**src/rtl/sdram_init_pkg.sv**
```systemverilog
package sdram_init_pkg;

  typedef enum logic [1:0] {
    CMD_NOP = 2'd0,
    CMD_MRS = 2'd1,
    CMD_REF = 2'd2,
    CMD_PRE = 2'd3
  } cmd_e;

  // Strobes from control to datapath
  typedef struct packed {
    logic       latch;
    logic       wrInit;
    logic       wrCmd;
    logic       wrRestore;
    logic [1:0] cmdCode;
  } seqStrobe_t;

  localparam logic [31:0] KEEP_MASK  = 32'h8000_F9FF;
  localparam logic [31:0] ENABLE_BIT = 32'h8000_0000;
  localparam logic [31:0] REF_OFF    = 32'h0000_C000;
  localparam int          CMD_LSB    = 9;
  localparam int          MODE_LSB   = 16;

  // Entry of the fixed command list: even slots carry commands, odd slots NOP
  function automatic cmd_e cmdAt(input int idx, input int refreshes);
    if (idx % 2 == 1)           return CMD_NOP;
    else if (idx == 0)          return CMD_PRE;
    else if (idx / 2 <= refreshes) return CMD_REF;
    else                        return CMD_MRS;
  endfunction

endpackage

```
**src/rtl/sdram_init_ctrl.sv**
```systemverilog
module sdram_init_ctrl
  import sdram_init_pkg::*;
#(
  parameter int WAIT_CYCLES = 50000,
  parameter int GAP_CYCLES  = 5,
  parameter int PASSES      = 2,
  parameter int REFRESHES   = 8
) (
  input  logic       clk,
  input  logic       rst,
  input  logic       start,
  output seqStrobe_t strb,
  output logic       done
);

  localparam int NUM_CMDS = 2 * (REFRESHES + 2);
  localparam int IDXW     = $clog2(NUM_CMDS);
  localparam int CNTMAX   = (WAIT_CYCLES > GAP_CYCLES) ? WAIT_CYCLES : GAP_CYCLES;
  localparam int CNTW     = $clog2(CNTMAX + 1);
  localparam int PASSW    = (PASSES > 1) ? $clog2(PASSES) : 1;

  typedef enum logic [2:0] {
    S_IDLE, S_INIT, S_WAIT, S_CMD, S_GAP, S_RESTORE, S_DONE
  } state_e;

  state_e            state;
  logic [CNTW-1:0]   cnt;
  logic [IDXW-1:0]   idx;
  logic [PASSW-1:0]  pass;

  always_ff @(posedge clk) begin
    if (rst) begin
      state <= S_IDLE;
      cnt   <= '0;
      idx   <= '0;
      pass  <= '0;
    end else begin
      case (state)
        S_IDLE, S_DONE: begin
          if (start) begin
            state <= S_INIT;
            pass  <= '0;
          end
        end
        S_INIT: begin
          state <= S_WAIT;
          cnt   <= '0;
          idx   <= '0;
        end
        S_WAIT: begin
          if (cnt == CNTW'(WAIT_CYCLES - 1)) state <= S_CMD;
          else cnt <= cnt + 1'b1;
        end
        S_CMD: begin
          state <= S_GAP;
          cnt   <= '0;
        end
        S_GAP: begin
          if (cnt == CNTW'(GAP_CYCLES - 1)) begin
            if (idx == IDXW'(NUM_CMDS - 1)) state <= S_RESTORE;
            else begin
              idx   <= idx + 1'b1;
              state <= S_CMD;
            end
          end else cnt <= cnt + 1'b1;
        end
        S_RESTORE: begin
          if (pass == PASSW'(PASSES - 1)) state <= S_DONE;
          else begin
            pass  <= pass + 1'b1;
            state <= S_INIT;
          end
        end
        default: state <= S_IDLE;
      endcase
    end
  end

  always_comb begin
    strb.latch     = start && (state == S_IDLE || state == S_DONE);
    strb.wrInit    = (state == S_INIT);
    strb.wrCmd     = (state == S_CMD);
    strb.wrRestore = (state == S_RESTORE);
    strb.cmdCode   = cmdAt(int'(idx), REFRESHES);
  end

  assign done = (state == S_DONE);

  // Checker counter: cycles since the last write strobe, saturating
  logic [CNTW-1:0] sinceWr;
  always_ff @(posedge clk) begin
    if (rst) sinceWr <= '0;
    else if (strb.wrInit || strb.wrCmd || strb.wrRestore) sinceWr <= '0;
    else if (sinceWr != CNTW'(CNTMAX)) sinceWr <= sinceWr + 1'b1;
  end


  settle_wait_chk: assert property (@(posedge clk) disable iff (rst)
    (strb.wrCmd && idx == '0) |-> sinceWr >= CNTW'(WAIT_CYCLES));


  cmd_spacing_chk: assert property (@(posedge clk) disable iff (rst)
    ((strb.wrCmd && idx != '0) || strb.wrRestore) |-> sinceWr >= CNTW'(GAP_CYCLES));


  done_hold_chk: assert property (@(posedge clk) disable iff (rst)
    (done && !start) |=> done);

endmodule

```
**src/rtl/sdram_init_dp.sv**
```systemverilog
module sdram_init_dp
  import sdram_init_pkg::*;
(
  input  logic        clk,
  input  logic        rst,
  input  seqStrobe_t  strb,
  input  logic [31:0] cfgTiming,
  input  logic        cfgWide,
  output logic [31:0] ctrlWord,
  output logic        ctrlWe
);

  logic [31:0] cfgQ;
  logic        wideQ;

  always_ff @(posedge clk) begin
    if (rst) begin
      cfgQ  <= '0;
      wideQ <= 1'b0;
    end else if (strb.latch) begin
      cfgQ  <= cfgTiming;
      wideQ <= cfgWide;
    end
  end

  logic       cas3;
  logic [7:0] calcMode;
  logic [7:0] modeData;

  always_comb begin
    // 100 MHz: code 0 is CAS 2; 50 MHz: code 1 is CAS 2
    if (cfgQ[12]) cas3 = (cfgQ[1:0] != 2'd0);
    else          cas3 = (cfgQ[1:0] != 2'd1);
    calcMode = cas3 ? 8'h60 : 8'h40;
    if (cfgQ[23:16] != 8'h00) modeData = cfgQ[23:16];
    else if (wideQ)           modeData = calcMode;
    else                      modeData = calcMode >> 1;
  end

  logic [31:0] baseWord;
  logic [31:0] initWord;
  logic [31:0] cmdWord;

  assign baseWord = (cfgQ & KEEP_MASK) | ENABLE_BIT;
  assign initWord = baseWord | REF_OFF | (32'(modeData) << MODE_LSB);
  assign cmdWord  = initWord | (32'(strb.cmdCode) << CMD_LSB);

  always_ff @(posedge clk) begin
    if (rst) begin
      ctrlWord <= '0;
      ctrlWe   <= 1'b0;
    end else begin
      ctrlWe <= strb.wrInit | strb.wrCmd | strb.wrRestore;
      if (strb.wrInit)         ctrlWord <= initWord;
      else if (strb.wrCmd)     ctrlWord <= cmdWord;
      else if (strb.wrRestore) ctrlWord <= baseWord;
    end
  end


  enable_bit_chk: assert property (@(posedge clk) disable iff (rst)
    ctrlWe |-> ctrlWord[31]);


  cmd_refresh_off_chk: assert property (@(posedge clk) disable iff (rst)
    (ctrlWe && ctrlWord[10:9] != 2'd0) |-> ctrlWord[15:14] == 2'b11);


  word_hold_chk: assert property (@(posedge clk) disable iff (rst)
    !(strb.wrInit || strb.wrCmd || strb.wrRestore) |=> $stable(ctrlWord) && !ctrlWe);

endmodule

```
**src/rtl/sdram_init_seq.sv**
```systemverilog
module sdram_init_seq
  import sdram_init_pkg::*;
#(
  parameter int CLK_MHZ    = 250,
  parameter int WAIT_US    = 200,
  parameter int GAP_CYCLES = 5,
  parameter int PASSES     = 2,
  parameter int REFRESHES  = 8
) (
  input  logic        clk,
  input  logic        rst,
  input  logic        start,
  input  logic [31:0] cfgTiming,
  input  logic        cfgWide,
  output logic [31:0] ctrlWord,
  output logic        ctrlWe,
  output logic        done
);

  localparam int WAIT_CYCLES = CLK_MHZ * WAIT_US;

  seqStrobe_t strb;

  sdram_init_ctrl #(
    .WAIT_CYCLES (WAIT_CYCLES),
    .GAP_CYCLES  (GAP_CYCLES),
    .PASSES      (PASSES),
    .REFRESHES   (REFRESHES)
  ) u_ctrl (
    .clk   (clk),
    .rst   (rst),
    .start (start),
    .strb  (strb),
    .done  (done)
  );

  sdram_init_dp u_dp (
    .clk       (clk),
    .rst       (rst),
    .strb      (strb),
    .cfgTiming (cfgTiming),
    .cfgWide   (cfgWide),
    .ctrlWord  (ctrlWord),
    .ctrlWe    (ctrlWe)
  );

endmodule

```
**config.mk**
```make
export PLATFORM = sky130hd
export DESIGN_NAME = sdram_init_seq
export DESIGN_NICKNAME = d
export VERILOG_FILES = /design/src/rtl/sdram_init_pkg.sv /design/src/rtl/sdram_init_ctrl.sv /design/src/rtl/sdram_init_dp.sv /design/src/rtl/sdram_init_seq.sv
export SDC_FILE = /design/constraint.sdc
export NUM_CORES = 1
export LEC_CHECK = 0
export ABC_AREA = 1
export BUFFER_PORTS_ARGS = -buffer_cell sky130_fd_sc_hd__buf_2
export CAP_MARGIN = 20
export CORE_ASPECT_RATIO = 0.75
export CORE_MARGIN = 2
export CORE_UTILIZATION = 59
export CTS_CLUSTER_DIAMETER = 200
export DETAILED_ROUTE_END_ITERATION = 8
export GPL_ROUTABILITY_DRIVEN = 0
export PLACE_DENSITY = 0.85
export SLEW_MARGIN = 20
export SYNTH_ARGS = -nofsm -noshare
export SYNTH_HDL_FRONTEND = slang
export SYNTH_SLANG_ARGS = --single-unit
```
**constraint.sdc**
```tcl
create_clock -name clk -period 3.3 [get_ports clk]
set_input_delay 0.66 -clock clk [delete_from_list [all_inputs] [get_ports clk]]
set_output_delay 0.66 -clock clk [all_outputs]
set_load 0.005 [all_outputs]
```
==> reports/qor.yml, run 1 <==
layout-drive-gt1-share_pct: 16.1
gr-total-overflow: 0
worst_ep_arrival_time_ps: 2200
critPathKind: "reg -> reg"
fin_crit_ps: 1960
first_pass_iters: 5
setup_viol: 0
synth_fa_ha_area_share_pct: 1.42
worst_pin_slew_ps: 933
first_global_vias: 2944
synth_seq_cells: 74
die_area_sq_mm: 0.00660
fin_setup_tns_ps: 0
wl_mm: 7.81
fmax_mhz: 510
dieHeight_microns: 70.9
num_rows: 24
mostFrequentLayoutCells: "105 x nor2_1, 98 x nand2_1, 74 x dfxtp_1"
cp-start-kind: "register"
cts_sinks: 74
yosys_warnings: 0
cts_buffer_depth: 2
core_area_sq_mm: 0.00580
io-pin-count: 70
post_cts_buffers: 0
fill_cells: 490
synth_top_family_by_area: "simple AND/OR/NAND/NOR gates"
period_share_pct: 59.4
synth_compound_area_share_pct: 14.6
htree_levels: 3
slew_violations: 0
crit_fanout: 36
p_seq_share_pct: 42.1
dp_hpwl_mm: 5.41
ff_latch_area_sq_mm: 0.00148
antenna_found_initial: 0
irDropWorstVdd_mv: 0.410
power.density_mw_per_mm2: 753
drt_iter0_drc: 307
p_switching_uw: 1210
internal_power_uw: 1770
synth_area_sq_mm: 0.00352
insertion_delay_ps: 350
cts-root-buf: "clkbuf_8"
port_buffers: 52
cts_tree: "built"
ys_seq_area_share_pct: 42.1
rsz0062_at_grt: "no"
synthMuxAreaShare_pct: 0
finalHoldViolations: 0
clock_power_share_pct: 21.9
synth-simple-area-share_pct: 30.6
routedWlPerCell_microns: 12.1
grt_use_total_pct: 24.5
fp.dieW_microns: 93.1
antenna_left: 0
cts_buffers: 9
hold_path.class: "reg -> reg"
mostFrequentLayoutCell: "nor2_1"
clk_pin_slew_ps: 80
area_growth_pct: 12.4
initial_core_util_pct: 60.7
grt_max_degree: 39
cts_resized: 0
syn_area_per_cell_sq_um: 6.84
synth_top_area_share_pct: 42.1
syn_inst: 514
avgViaCountPerCell: 5.26
whs_ps: 460
nNetsFinal: 600
end_kind: "register"
comb_power_share_pct: 36.0
vias: 3383
drc: 0
grt_pass1_wl_mm: 13.0
cp.required_ps: 3540
yosysTopAreaCell: "dfxtp_1"
ys_types: 30
outcome: "finished, final reports clean"
utilization_pct: 68.2
max_cap_violations: 0
swShare_pct: 40.7
insertedDiodeCount: 0
synth_xor_area_share_pct: 1.74
slew_headroom_pct: 37.7
fin_skew_ps: 5.78
hold_buffers: 0
multi_input_area_sq_mm: 0.00173
synth.area.top_cells: "dfxtp_1 42%, nor2_1 11%, nand2_1 10%"
leakage_uw: 0.00166
-- final cells by class --
class                   count  area share [%]
clock buffers              10            3.48
flip-flops and latches     74            37.5
repair buffers             55            7.15
multi-input cells         373            43.7
well taps                  78            2.47
clock inverters             6            1.23
inverters                  47            4.46
-- stage by stage --
| step | cells | power, uW | area [sq um] | setup WS (ps) |
|---|---|---|---|---|
| 5_1_grt | 643 | 3200 | 3950 | 1070 |
| 3_3_place_gp | 627 | 2280 | 3770 | 1420 |
| 2_1_floorplan | 520 | 2050 | 3540 | 1740 |
| 6_report | 643 | 2980 | 3950 | 1340 |
| 3_5_place_dp | 627 | 2330 | 3770 | 1370 |
| 4_1_cts | 643 | 2980 | 3950 | 1370 |
-- path summary, 6_finish.rpt --
path	from	endpoint	slack (ps)	cells past startpoint
hold / removal	u_dp.ctrlWord[19]$_SDFFE_PP0P_	u_dp.ctrlWord[19]$_SDFFE_PP0P_	460	2
setup / recovery	u_ctrl.state[0]$_SDFFE_PP0P_	u_dp.cfgQ[6]$_SDFFE_PP0P_	1340	7
hold reg to reg	u_dp.ctrlWord[19]$_SDFFE_PP0P_	u_dp.ctrlWord[19]$_SDFFE_PP0P_	460	2
setup reg to reg	u_ctrl.state[0]$_SDFFE_PP0P_	u_dp.cfgQ[6]$_SDFFE_PP0P_	1340	7
-- flip-flops by register name (all words and copies together), names as in the netlist --
name / flops
u_ctrl.state: 3
u_ctrl.idx: 5
u_dp.ctrlWord: 25
u_dp.cfgQ: 22
u_ctrl.cnt: 16
u_ctrl.pass: 1
u_dp.ctrlWe: 1
u_dp.wideQ: 1
-- critical path, cell delays in order (launching register included) --
cell,delay (ps)
dfxtp_1,460
nor2_1,80
nor2_1,180
a21oi_1,100
nand2_2,450
inv_1,350
nor2_1,180
nor2_1,60
-- power by group through the flow --
stage | registers, uW | logic (uW) | clock network, uW
6_report | 1250 | 1070 | 651
5_1_grt | 1280 | 1220 | 705
4_1_cts | 1250 | 1070 | 663
3_5_place_dp | 1270 | 1060 | 0
3_3_place_gp | 1250 | 1020 | 0
2_1_floorplan | 1250 | 801 | 0
-- layer usage --
metal / global-route usage (%) / part of all wire [%] / vias up / wire length [microns]
li1: - / - / 1724 / -
met1: 31.9 / 47 / 1535 / 3650
met2: 39.0 / 45 / 109 / 3490
met3: 7.56 / 6.9 / 15 / 540
met4: 8.17 / 1.6 / 0 / 124
met5: 0 / 0 / - / 0
-- cells by family after synthesis --
kind of cell / Yosys count
simple gates: 256
compound gates: 99
flops: 74
buf+inv: 73
xor+xnor: 7
fa+ha+maj: 4
other cells: 1
-- cells in the mapped netlist --
| library cell | count |
|---|---|
| nand2_2 | 5 |
| nor2_4 | 1 |
| clkbuf_1 | 8 |
| inv_2 | 6 |
| ha_1 | 4 |
| inv_1 | 41 |
| nor2_1 | 105 |
| nand3_1 | 28 |
| a21oi_2 | 3 |
| dfxtp_1 | 74 |
| nor3_1 | 4 |
| o21ai_0 | 45 |
| nand3b_1 | 1 |
| nor3b_1 | 1 |
| xnor2_1 | 1 |
| nor2_2 | 3 |
| xor2_1 | 6 |
| o21bai_1 | 2 |
| and2_1 | 1 |
| nand2_1 | 98 |
| nand3_4 | 1 |
| o211ai_1 | 1 |
| a21oi_1 | 48 |
| nand3_2 | 1 |
| buf_4 | 9 |
| clkbuf_2 | 1 |
| buf_8 | 1 |
| buf_2 | 7 |
| conb_1 | 1 |
| nand4_1 | 7 |
No activity file was read; power rests on OpenSTA's default activity.
==> run 2, diff against run 1 <==
--- a/config.mk
+++ b/config.mk
@@ -5,16 +5,16 @@
 export SDC_FILE = /design/constraint.sdc
 export NUM_CORES = 1
 export LEC_CHECK = 0
-export ABC_AREA = 1
+export ABC_AREA = 0
 export BUFFER_PORTS_ARGS = -buffer_cell sky130_fd_sc_hd__buf_2
 export CAP_MARGIN = 20
 export CORE_ASPECT_RATIO = 0.75
 export CORE_MARGIN = 2
-export CORE_UTILIZATION = 59
+export CORE_UTILIZATION = 54
 export CTS_CLUSTER_DIAMETER = 200
 export DETAILED_ROUTE_END_ITERATION = 8
 export GPL_ROUTABILITY_DRIVEN = 0
-export PLACE_DENSITY = 0.85
+export PLACE_DENSITY = 0.79
 export SLEW_MARGIN = 20
 export SYNTH_ARGS = -nofsm -noshare
 export SYNTH_HDL_FRONTEND = slang
==> constraint.sdc (replaced) <==
create_clock -name clk -period 2 [get_ports clk]
set_input_delay 0.4 -clock clk [delete_from_list [all_inputs] [get_ports clk]]
set_output_delay 0.4 -clock clk [all_outputs]
set_load 0.005 [all_outputs]
==> run 2 against run 1 <==
Against the previous run: cell count fell by 13%; wire length rose by 4.2%; worst setup slack got worse by 1200 ps; register-to-register slack got worse by 1200 ps; count of clock-buffer cells in the layout did not move; power increased by 53%; synthesized cell count shrank 19%; clock power is 140% higher.
==> reports/qor.yml, run 2 <==
finalHoldViolations: 0  # unchanged
largest_reg_flops: 25  # unchanged
max_cap_violations: 0  # unchanged
pre_cts_ws_ps: -234  # -1610 ps
setup_viol: 0  # unchanged
outcome: "finished, final reports clean"
cp-start-kind: "register"
synth_seq_cells: 74  # unchanged
insertedDiodeCount: 0  # unchanged
ys_seq_area_share_pct: 43.2  # +1.1 points
first_global_vias: 2730  # -7.3%
ys.flop_type: "dfxtp_1"
synth.area.top_cells: "dfxtp_1 43%, nand2_1 11%, a21oi_1 6.6%"
grt_pass1_wl_mm: 13.0  # +0.27%
cts_tree: "built"
fin_skew_ps: 7.82  # +2.04 ps
gr-total-overflow: 0  # unchanged
cts_buffer_depth: 2  # unchanged
reg.largest.list: "u_dp.ctrlWord (25), u_dp.cfgQ (22), u_ctrl.cnt (16)"
dieHeight_microns: 73.0  # +3.0%
clk_pin_slew_ps: 80  # about the same
fill_cells: 504  # +2.9%
area_growth_pct: 20.4
grt_max_degree: 58  # +49%
path_cells: "ha_1 > nand4bb_1 > and3_1 > a21oi_2 > or3_1 > a221oi_2"
fin_setup_tns_ps: 0  # unchanged
cts_buffers: 9  # unchanged
worst_ep_arrival_time_ps: 2150  # -50 ps
num_rows: 25  # +4.2%
hold_path.class: "in -> reg"
ys_types: 50  # +67%
async_flop_share_pct: 0  # unchanged
grt_use_total_pct: 23.9  # -0.57 points
nNetsFinal: 515  # -14%
layout-drive-gt1-share_pct: 26.0  # +9.9 points
utilization_pct: 66.3  # -1.9 points
period_share_pct: 94.4  # +35 points
crit_slowest_cell: "dfxtp_1"
htree_levels: 3  # unchanged
vias: 3165  # -6.4%
antenna_found_initial: 0  # unchanged
leakage_uw: 0.00177  # +6.2%
cp.required_ps: 2260  # -1280 ps
syn_area_per_cell_sq_um: 8.28  # +21%
wl_mm: 8.14  # +4.2%
drt_iter0_drc: 265  # -14%
yosys_warnings: 0  # unchanged
setup_slack_ps: 111  # -1230 ps
die_area_sq_mm: 0.00701  # +6.2%
first_pass_iters: 5  # unchanged
synth_top_area_share_pct: 43.2  # +1.1 points
critPathKind: "reg -> reg"
routedWlPerCell_microns: 14.5  # +19%
insertion_delay_ps: 350  # about the same
synth_area_sq_mm: 0.00343  # -2.5%
power_uw: 4560  # +53%
mostFrequentLayoutCells: "98 x nand2_1, 74 x dfxtp_1, 52 x buf_2"
avgViaCountPerCell: 5.64  # +7.2%
mostFrequentLayoutCell: "nand2_1"
crit_path_max_incr_delay_ps: 370  # -90 ps
regMostFlops: "u_dp.ctrlWord"
irDropWorstVdd_mv: 0.694  # +69%
slew_violations: 0  # unchanged
whs_ps: 277  # -183 ps
antenna_left: 0  # unchanged
cts-root-buf: "clkbuf_8"
fmax_mhz: 529  # +3.8%
yosysTopAreaCell: "dfxtp_1"
io-pin-count: 70  # unchanged
end_kind: "register"
worst_pin_slew_ps: 1010  # +78.3 ps
synth.most_common_cell: "nand2_1"
hold_buffers: 0  # unchanged
port_buffers: 52  # unchanged
synth_top_cells_by_count: "98 x nand2_1, 74 x dfxtp_1, 45 x a21oi_1"
fp.dieW_microns: 96.0  # +3.1%
drc: 0  # unchanged
syn_inst: 414  # -19%
synth_edf_count: 0  # unchanged
fin_crit_ps: 1890  # -72.4 ps
initial_core_util_pct: 55.1  # -5.6 points
cts_sinks: 74  # unchanged
slew_headroom_pct: 32.3  # -5.4 points
power.density_mw_per_mm2: 1110  # +47%
crit_fanout: 6  # -83%
dp_hpwl_mm: 5.21  # -3.7%
core_area_sq_mm: 0.00622  # +7.4%
## run 2: changes by cell type in the layout (fill, tap and decap cells not counted), sizes merged, moves of 14 or more
cell / previous run / this run
mux2i: 0 / 14
nor2: 109 / 27
nand3: 30 / 2
o21ai: 45 / 11
or2: 0 / 14
inv: 49 / 11
buf: 55 / 76
## run 2: cell families after synthesis
kind of cell    share of synthesized area (%)
fa+ha+maj                                1.46
buf+inv                                  6.32
other cells                             0.109
compound gates                           20.0
simple gates                             24.3
flops                                    43.2
xor+xnor                                0.511
mux                                      4.09
## run 2: area by class of cell
cell class	count	area (sq um)	share of cell area, %
multi-input combinational	304	1790	43.3
sequential	74	1480	35.9
timing repair buffer	76	453	11.0
clock inverter	6	138	3.34
clock buffer	10	128	3.09
tap	81	101	2.46
inverter	10	37.5	0.910
## run 2: worst paths after layout
kind                                 startpoint  slack [ps]  depth (start not counted)                            end
hold / removal                    cfgTiming[14]         280                          3     u_dp.cfgQ[14]$_SDFFE_PP0P_
hold reg to reg   u_dp.ctrlWord[1]$_SDFFE_PP0P_         450                          2  u_dp.ctrlWord[1]$_SDFFE_PP0P_
setup / recovery     u_ctrl.idx[0]$_SDFFE_PP0P_         110                          6     u_ctrl.idx[4]$_SDFFE_PP0P_
setup reg to reg     u_ctrl.idx[0]$_SDFFE_PP0P_         110                          6     u_ctrl.idx[4]$_SDFFE_PP0P_
## run 2: stage by stage
stage	cell area [sq um]	std cells
5_1_grt	4130	561
6_report	4130	561
3_3_place_gp	3780	541
4_1_cts	4090	560
2_1_floorplan	3450	420
3_5_place_dp	3780	541
## run 2: layer usage
layer | up-vias | global-route usage (%) | share of wire [%]
li1 | 1553 | - | -
met4 | 0 | 8.41 | 1.8
met2 | 105 | 34.8 | 45
met5 | - | 0 | 0
met1 | 1490 | 33.6 | 47
met3 | 17 | 7.13 | 6.5
## run 2: timing repair
action | CTS | global route
setup endpoints to repair | 17 | 8
hold endpoints to repair | 0 | 0
buffers inserted | 3 | 1
pin swaps | 1 | 1
gates resized for setup | 4 | 4
## run 2: power breakdown
part | leakage, uW | internal [uW] | switching (uW)
Sequential | 0.000601 | 1640 | 105
Combinational | 0.00104 | 482 | 798
Clock | 0.000131 | 962 | 581
## run 2: critical path, delay by kind of cell (launching register included)
kind / cells / cell delay, ps
AOI/OAI and AO/OA: 2 / 320
adders and majority gates: 1 / 270
DFF: 1 / 370
and+or+nand+nor: 3 / 840
